==> src/rtl/cpt_pkg.sv <==
package cpt_pkg;

    localparam int unsigned WORD_W       = 32;
    localparam int unsigned SEL_OFFSET   = 32'h0000_0000;
    localparam int unsigned WIN_OFFSET   = 32'h0000_1000;
    localparam int unsigned WIN_WORDS    = 1024;
    localparam int unsigned WIN_IDX_W    = 10;
    localparam int unsigned PORTION_IDX_W = 15;

    typedef enum logic [1:0] {
        ACC_NONE  = 2'd0,
        ACC_SEL   = 2'd1,
        ACC_WIN   = 2'd2,
        ACC_OTHER = 2'd3
    } acc_kind_e;

    typedef struct packed {
        logic                   valid;
        logic                   write;
        logic                   secure;
        acc_kind_e              kind;
        logic [WIN_IDX_W-1:0]   word;
        logic [WORD_W-1:0]      wdata;
    } bus_req_t;

    function automatic int unsigned words_for(input int unsigned bits);
        return (bits + WORD_W - 1) / WORD_W;
    endfunction

    function automatic int unsigned idx_w(input int unsigned n);
        return (n <= 1) ? 1 : $clog2(n);
    endfunction

    // Live bits of word k for a bitmap that is 'bits' wide.
    function automatic logic [WORD_W-1:0] word_mask(input int unsigned k,
                                                    input int unsigned bits);
        int unsigned lo;
        lo = k * WORD_W;
        if (lo >= bits)               return '0;
        if (bits - lo >= WORD_W)      return '1;
        return (WORD_W'(1) << (bits - lo)) - WORD_W'(1);
    endfunction

endpackage

==> src/rtl/cpt_decode.sv <==
module cpt_decode
    import cpt_pkg::*;
#(
    parameter int unsigned ADDR_W = 16
) (
    input  logic              valid,
    input  logic              write,
    input  logic              secure,
    input  logic [ADDR_W-1:0] addr,
    input  logic [WORD_W-1:0] wdata,
    output bus_req_t          req
);

    logic [31:0] aligned;
    logic [31:0] win_rel;

    always_comb begin
        aligned = 32'(addr) & ~32'h3;
        win_rel = aligned - WIN_OFFSET;
        req.valid  = valid;
        req.write  = write;
        req.secure = secure;
        req.wdata  = wdata;
        req.word   = win_rel[WIN_IDX_W+1:2];
        if (!valid)
            req.kind = ACC_NONE;
        else if (aligned == SEL_OFFSET)
            req.kind = ACC_SEL;
        else if (aligned >= WIN_OFFSET && aligned < WIN_OFFSET + 4 * WIN_WORDS)
            req.kind = ACC_WIN;
        else
            req.kind = ACC_OTHER;
    end

endmodule

==> src/rtl/cpt_bank.sv <==
module cpt_bank
    import cpt_pkg::*;
#(
    parameter int unsigned NUM_PARTS    = 8,
    parameter int unsigned PORT_BITS    = 80,
    parameter int unsigned PART_W       = 8,
    parameter bit          HAS_PORTIONS = 1'b1,
    parameter bit          BANK_SEC     = 1'b0
) (
    input  logic                     clk,
    input  logic                     rst,
    input  bus_req_t                 req,
    input  logic [PART_W-1:0]        lk_part,
    input  logic [PORTION_IDX_W-1:0] lk_portion,
    output logic [WORD_W-1:0]        rd_word,
    output logic                     lk_bit
);

    localparam int unsigned WORDS  = words_for(PORT_BITS);
    localparam int unsigned PIDX_W = idx_w(NUM_PARTS);
    localparam int unsigned WIDX_W = idx_w(WORDS);

    logic [WORD_W-1:0] mem [NUM_PARTS][WORDS];
    logic [PART_W-1:0] sel_q;

    logic              hit;
    logic              sel_ok;
    logic              word_ok;
    logic [PIDX_W-1:0] sel_idx;
    logic [WIDX_W-1:0] w_idx;
    logic [WORD_W-1:0] w_mask;

    always_comb begin
        hit     = req.valid && (req.secure == BANK_SEC);
        sel_ok  = 32'(sel_q) < NUM_PARTS;
        word_ok = 32'(req.word) < WORDS;
        sel_idx = sel_q[PIDX_W-1:0];
        w_idx   = req.word[WIDX_W-1:0];
        w_mask  = word_mask(int'(req.word), PORT_BITS);
    end

    always_ff @(posedge clk) begin
        if (rst) begin
            sel_q <= '0;
            for (int p = 0; p < NUM_PARTS; p++)
                for (int w = 0; w < WORDS; w++)
                    mem[p][w] <= word_mask(w, PORT_BITS);
        end else if (hit && req.write) begin
            if (req.kind == ACC_SEL)
                sel_q <= req.wdata[PART_W-1:0];
            if (req.kind == ACC_WIN && HAS_PORTIONS && sel_ok && word_ok)
                mem[sel_idx][w_idx] <= req.wdata & w_mask;
        end
    end

    always_comb begin
        rd_word = '0;
        case (req.kind)
            ACC_SEL: rd_word = WORD_W'(sel_q);
            ACC_WIN: if (HAS_PORTIONS && sel_ok && word_ok)
                         rd_word = mem[sel_idx][w_idx];
            default: rd_word = '0;
        endcase
    end

    logic              lk_ok;
    logic [PIDX_W-1:0] lk_pidx;
    logic [WIDX_W-1:0] lk_widx;

    always_comb begin
        lk_ok   = (32'(lk_part) < NUM_PARTS) && (32'(lk_portion) < PORT_BITS);
        lk_pidx = lk_part[PIDX_W-1:0];
        lk_widx = lk_portion[WIDX_W+4:5];
        lk_bit  = lk_ok ? mem[lk_pidx][lk_widx][lk_portion[4:0]] : 1'b0;
    end

endmodule

==> src/rtl/cpt_perm_table.sv <==
module cpt_perm_table
    import cpt_pkg::*;
#(
    parameter int unsigned ADDR_W       = 16,
    parameter int unsigned PART_W       = 8,
    parameter int unsigned NUM_PARTS    = 8,
    parameter int unsigned PORT_BITS    = 80,
    parameter bit          HAS_PORTIONS = 1'b1
) (
    input  logic                     clk,
    input  logic                     rst,
    input  logic                     req_valid,
    input  logic                     req_write,
    input  logic                     req_secure,
    input  logic [ADDR_W-1:0]        req_addr,
    input  logic [31:0]              req_wdata,
    output logic                     rsp_valid,
    output logic [31:0]              rsp_rdata,
    input  logic                     lk_secure,
    input  logic [PART_W-1:0]        lk_part,
    input  logic [PORTION_IDX_W-1:0] lk_portion,
    output logic                     lk_allow
);

    bus_req_t          req;
    logic [WORD_W-1:0] bank_rd [2];
    logic              bank_lk [2];

    cpt_decode #(.ADDR_W(ADDR_W)) u_decode (
        .valid  (req_valid),
        .write  (req_write),
        .secure (req_secure),
        .addr   (req_addr),
        .wdata  (req_wdata),
        .req    (req)
    );

    for (genvar b = 0; b < 2; b++) begin : g_bank
        cpt_bank #(
            .NUM_PARTS    (NUM_PARTS),
            .PORT_BITS    (PORT_BITS),
            .PART_W       (PART_W),
            .HAS_PORTIONS (HAS_PORTIONS),
            .BANK_SEC     (b[0])
        ) u_bank (
            .clk        (clk),
            .rst        (rst),
            .req        (req),
            .lk_part    (lk_part),
            .lk_portion (lk_portion),
            .rd_word    (bank_rd[b]),
            .lk_bit     (bank_lk[b])
        );
    end

    always_ff @(posedge clk) begin
        if (rst) begin
            rsp_valid <= 1'b0;
            rsp_rdata <= '0;
            lk_allow  <= 1'b0;
        end else begin
            rsp_valid <= req.valid && !req.write;
            rsp_rdata <= (req.valid && !req.write)
                         ? bank_rd[req.secure ? 1 : 0] : '0;
            lk_allow  <= bank_lk[lk_secure ? 1 : 0];
        end
    end

endmodule

==> config.mk <==
export PLATFORM = sky130hd
export DESIGN_NAME = cpt_perm_table
export DESIGN_NICKNAME = d
export VERILOG_FILES = /design/src/rtl/cpt_pkg.sv /design/src/rtl/cpt_decode.sv /design/src/rtl/cpt_bank.sv /design/src/rtl/cpt_perm_table.sv
export SDC_FILE = /design/constraint.sdc
export NUM_CORES = 2
export LEC_CHECK = 0
export CAP_MARGIN = 20
export CORE_ASPECT_RATIO = 1.1
export CORE_MARGIN = 4
export CORE_UTILIZATION = 50
export DETAILED_ROUTE_END_ITERATION = 7
export DONT_BUFFER_PORTS = 1
export GPL_TIMING_DRIVEN = 1
export HOLD_SLACK_MARGIN = 0.03
export PLACE_DENSITY = 0.72
export SKIP_CTS_REPAIR_TIMING = 1
export SYNTH_ARGS = -nofsm -noshare
export SYNTH_HDL_FRONTEND = slang
export SYNTH_SLANG_ARGS = --single-unit
==> constraint.sdc <==
create_clock -name clk -period 4.3 [get_ports clk]
set_clock_uncertainty 0.1 [all_clocks]
set_input_delay 0.43 -clock clk [delete_from_list [all_inputs] [get_ports clk]]
set_output_delay 0.43 -clock clk [all_outputs]
set_load 0.1 [all_outputs]
-- Word level (Yosys, flattened, before mapping)
Memory sizes are Yosys's and may differ from the RTL's. A register that Yosys moved wholly into a read port is not among the register bits.
Index checks and enable logic that the tools add are counted.
- shifts and indexed selects: 1
- $add $sub $neg: 3
- order comparisons: 15
- eq/ne operators: 2
- mux-type cells: 63
- reductions and logical operators: 21
- bitwise gates (word level): 7
- operator list (operator ; number):
    32-bit 2-to-1 mux ; 19
    96-bit 2-to-1 mux ; 6
    32-bit binary-select mux with 2-bit select ; 4
    96-bit OR reduction ; 2
    32-bit case mux with 2 select lines ; 2
    32-bit demux with 2-bit select ; 1
    32-bit by 2-bit greater-or-equal comparator with 1-bit output, second input constant ; 2
    1-bit inverter with 32-bit output ; 2
    32-bit bitwise AND ; 1
    32-bit by 6-bit greater-or-equal comparator with 1-bit output, second input constant ; 1
    32-bit logical NOT ; 1
    1-bit by 32-bit left shift with 32-bit output, first input constant ; 1
    32-bit by 2-bit subtractor with 32-bit output, second input constant ; 1
    8-bit by 4-bit < comparator with 1-bit output, second input constant ; 3
    1-bit 2-to-1 mux ; 21
    3-bit 2-to-1 mux ; 6
    16-bit by 13-bit greater-or-equal comparator with 1-bit output, second input constant ; 1
    16-bit by 14-bit < comparator with 1-bit output, second input constant ; 1
    7-bit by 15-bit subtractor with 16-bit output, first input constant ; 1
    15-bit by 7-bit greater-or-equal comparator with 1-bit output, second input constant ; 1
    15-bit by 7-bit < comparator with 1-bit output, second input constant ; 1
    1-bit logical AND ; 14
    12-bit by 1-bit subtractor with 12-bit output, second input constant ; 1
    1-bit binary-select mux with 5-bit select ; 2
    12 further kinds ; 17
- flip-flop bits (word level): 50
- logic and storage cells: 119
- memories: 2
- bits of input ports: 77
- output and inout port bits: 34
- bits in writable memories: 1536
- memory list (memory ; words ; width ; rd ports ; clocked after Yosys merged registers in ; write ports ; RTL line ; RTL):
    g_bank[0].u_bank.mem ; 8 ; 96 ; 2 ; 1 ; 8 ; cpt_bank.sv:23 ; logic [WORD_W-1:0] mem [NUM_PARTS][WORDS];
    g_bank[1].u_bank.mem ; 8 ; 96 ; 2 ; 1 ; 8 ; cpt_bank.sv:23 ;

-- Logic depth before layout (Yosys ltp)
- depth after elaboration: 14
- depth in mapped cells: 13
- depth with buffers taken out: 8

-- Modules after synthesis
Synthesis repeated with hierarchy kept, for this count alone.
- cell total of the unflattened synthesis: 6030
- area total of the unflattened synthesis: 82457.8 µm²
- by module, submodules not included (module ; cells an instance ; sequential area each (µm²) ; area each (µm²) ; instances):
    cpt_bank (g_bank[1].u_bank) ; 2923 ; 23282.3 ; 40506.3 ; 1
    cpt_bank (g_bank[0].u_bank) ; 2945 ; 23282.3 ; 40349.9 ; 1
    cpt_perm_table ; 110 ; 680.7 ; 1223.7 ; 1
    cpt_decode ; 52 ; 0.0 ; 377.9 ; 1

-- Worst setup path before layout
Ideal clock, no wire load.
- path kind: input to register
- start point: input req_addr[5]
- end point: memory g_bank[1].u_bank.mem[4][0] (netlist bit) (enable)
- path buffers: 2
- arrival time: 2.975 ns
- setup time: 0.394 ns
- cell stages on the path: 9
- path slack: 0.831 ns
- required time: 3.806 ns
- path through: or4_1 nor2_2 nand2_1 nor3b_2 nand4_1 buf_2 or2_1 buf_2 nand2b_1
- RTL lines (what ; RTL line ; RTL):
    start: declaration ; cpt_perm_table.sv:15 ; input logic [ADDR_W-1:0] req_addr,
    end: declaration ; cpt_bank.sv:23 ;

-- Worst setup path after layout
- start point: input lk_part[1]
- end point: register lk_allow
- longest elaborated chain between the ends: 10
- elaborated cells on any way between the ends: 19
- those cells by class: 1 x order compare; 15 x mux; 1 x reduce/logical; 2 x memory
- RTL lines (what ; RTL line ; RTL):
    start: declaration ; cpt_perm_table.sv:20 ; input logic [PART_W-1:0] lk_part,
    memory read 8 x 96 bit ; - ;
    32-bit binary-select mux with 2-bit select ; cpt_bank.sv:74 ; lk_bit = lk_ok ? mem[lk_pidx][lk_widx][lk_portion[4:0]] : 1'b0;
    32-bit 2-to-1 mux (not written as such) (2 in a row) ; cpt_bank.sv:74 ;
    1-bit binary-select mux with 5-bit select ; cpt_bank.sv:74 ;
    1-bit 2-to-1 mux (not written as such) ; cpt_bank.sv:74 ;
    1-bit 2-to-1 mux ; cpt_bank.sv:74 ;
    1-bit 2-to-1 mux * (3 in a row) ; cpt_perm_table.sv:65 ; lk_allow <= bank_lk[lk_secure ? 1 : 0];
    end signal: assignment ; cpt_perm_table.sv:65 ;
    end: declaration ; cpt_perm_table.sv:22 ; output logic lk_allow
Mark *: on every way between the ends. The rest lies on a longest branch, timed or not. The select of a mux whose other input is x is not followed.
A chain may end at the register's enable or synchronous reset.

==> out/results.ini <==
[synthesis]
synth_edf_count = 1536
synth_area_leaders = edfxtp_1 57%, mux4_2 19%, nand2_1 6.7%, mux2i_1 4.8%, clkbuf_1 1.7%
seq_area_frac_synth_pct = 58.0
ys.flop_type = edfxtp_1
ys_warn_count = 0
ys_seq_elements = 1592
synth_nets = 5958
synthCells = 5877
ys_types = 65
yosys.area.top_type_share_pct = 56.7
syn_area_um2 = 81400
syn-mean-instance-area_um2 = 13.9
synthArstFlopShare_pct = 0
synth_area_leader_cell = edfxtp_1

[cells_and_area]
final_cell_mix = 1,536 x edfxtp_1, 1,426 x nand2_1, 684 x mux4_2
instances_no_fill = 7991
nets = 5809
nFillCells = 12600
fin_util_pct = 55.6
syn2layout_area_growth_pct = 10.8
drive_above_1_share_pct = 23.2
final_common_cell = edfxtp_1

[global_route]
antenna_found_initial = 11
grt_start_max_net_pins = 471
grt_pass1_wl_um = 385000
grt_pass1_vias = 54700
overflow = 0
grtUsageTotal_pct = 31.6

[die]
num_io_pins = 111
initial_core_util_pct = 50.2
fp-row-count = 155
core_um2 = 162000
die_height_um = 431
die_area_um2 = 169000
dieWidth_um = 393

[job]
cap_violations = 0

[critical_path]
end_kind = register
cp_top_family = multiplexers
cp_data_arrival_time_ns = 6.10
crit_slowest_cell = mux4_2
cp-startpoint = lk_part[1]
crit_type = in -> reg
reg2reg_from = g_bank[0].u_bank.sel_q[7]
crit_buf_inv = 1
crit_chain = mux4_2, o21ai_0, and2_0, a311oi_1, o311ai_0, dlygate4sd3_1, o32ai_1
cp_max_fo = 470
crit_path_start_kind = input port
cp_slowest_stage_delay_ns = 2.05
cp.required_ns = 4.91

[timing]
timing.final.hold_violations = 0
drv_slew = 438
fmax_mhz = 182
fin_ws_ns = -1.20
maxSlewHeadroom_pct = -187
rsz0062_at_grt = false
finalSetupViolCount = 1
whs_ns = 0.00636
post-route-period-util_pct = 128
tightest_slew_ns = 4.30
min_period_ns = 5.50

[place]
dp_hpwl_um = 168000
gp_congestion = 0.888
portBuffers = 0
dp.cells = 7638

[detailed_routing]
routedWlPerCell_um = 34.2
routed_wl_um = 273000
drtPass1Iterations = 6
drtIter0Drc = 8966
ant_nets = 0
num_vias = 55900
via_per_inst = 7.00
drc = 0

[worst_hold_path]
worstHoldStart = req_write
hold_path.class = in -> reg

[clock_network]
cts_root_buf = clkbuf_16
cts_buffers = 159
cts.sinks = 1592
cts_tree = yes
insertion_delay_ns = 0.83
clockBufferDepth = 3
cts_htree_levels = 4
clk_pin_slew_ns = 0.06

[power]
design_power_total_w = 0.0331
powerDensity_nw_per_um2 = 367
ir_worst_vdd_v = 0.000441
power.leakage_nw = 24.1

[outcome]
violations = max-slew violations, negative setup slack
status = finished, violations left

## Yosys cell counts (5+ instances only)
master     count
a211oi_1      17
a21oi_1       78
a221oi_1      27
a22oi_1      136
a311oi_1      12
a31oi_1       17
a32oi_1       14
and2_1         7
buf_1         29
buf_2        192
buf_4         19
buf_6         22
clkbuf_1     366
dfxtp_1       56
edfxtp_1    1536
inv_1          7
mux2_2        12
mux2i_1      389
mux4_2       684
nand2_1     1458
nand2b_1      37
nand3_1       75
nand3b_1       7
nand4_1       21
nor2_1       363
nor2b_1       15
nor3_1         8
nor3b_1        6
o2111ai_1     18
o211ai_1      55
o21ai_0       60
o221ai_1       7
o22ai_1       13
or2_2         45
or4_1          5
## worst paths after layout
kind,endpoint,slack (ns),cells after the start
worst min register to register,g_bank[1].u_bank.sel_q[5],0.38,2
worst max register to register,g_bank[0].u_bank.mem[1][82],0.50,10
worst max-delay path,lk_allow,-1.20,7
worst min-delay path,g_bank[1].u_bank.sel_q[5],0.006,3
## registers in the layout (all words and copies together), names as in the netlist, named ones only
signal and flops:
g_bank.u_bank.sel_q 16, rsp_valid 1, rsp_rdata 32, g_bank.u_bank.mem 1536, lk_allow 1
## layout make-up
cell class	instances	area [µm²]	area share [%]
Multi-Input combinational cell	3645	31700	35.1
Timing Repair Buffer	321	3380	3.75
Sequential cell	1592	47300	52.4
Clock inverter	73	587	0.651
Inverter	9	36.3	0.0402
Clock buffer	220	4530	5.02
Antenna cell	12	30.0	0.0333
Tap cell	2119	2650	2.94
## power breakdown
| part | switching [W] | internal (W) | leakage [nW] |
|---|---|---|---|
| combinational | 0.00112 | 0.000784 | 9.02 |
| clock | 0.00605 | 0.00789 | 2.51 |
| sequential | 0.000109 | 0.0171 | 12.6 |
## routing by layer
layer	vias to the layer above	track usage [%]	share of wire, %
met1	28000	39.5	32
met4	8	17.3	7.3
met2	4708	49.7	46
met5	-	0	0.021
met3	1118	9.23	14
li1	22100	-	-
## worst reg2reg max path: cells and delay by family, from the launching register on
family,cells,cell delay [ns]
buffers and inverters,2,0.72
flip-flops,1,0.32
AND/OR/NAND/NOR,8,2.29
## cells by family (layout without fill, tap and decap cells)
| family | after synthesis | after routing | share of synthesized area, % |
|---|---|---|---|
| other | 0 | 12 | 0 |
| adder cells (fa/ha/maj) | 4 | 4 | 0.0615 |
| flip-flops | 1592 | 1592 | 58.0 |
| buffers and inverters | 640 | 623 | 3.58 |
| multiplexers | 1086 | 1086 | 23.9 |
| AND/OR/NAND/NOR | 2074 | 2074 | 10.3 |
| AO/OA/AOI/OAI | 481 | 481 | 4.13 |
## metrics by stage
stage               area (µm²)  setup slack [ns]  TNS (ns)
finish                   90200             -1.20     -1.20
global route             90100             0.406         0
CTS                      89600             0.619         0
detailed placement       84400             0.345         0
global placement         84400             0.350         0
floorplan                81400             0.831         0
(Power assumes the default switching activity.)
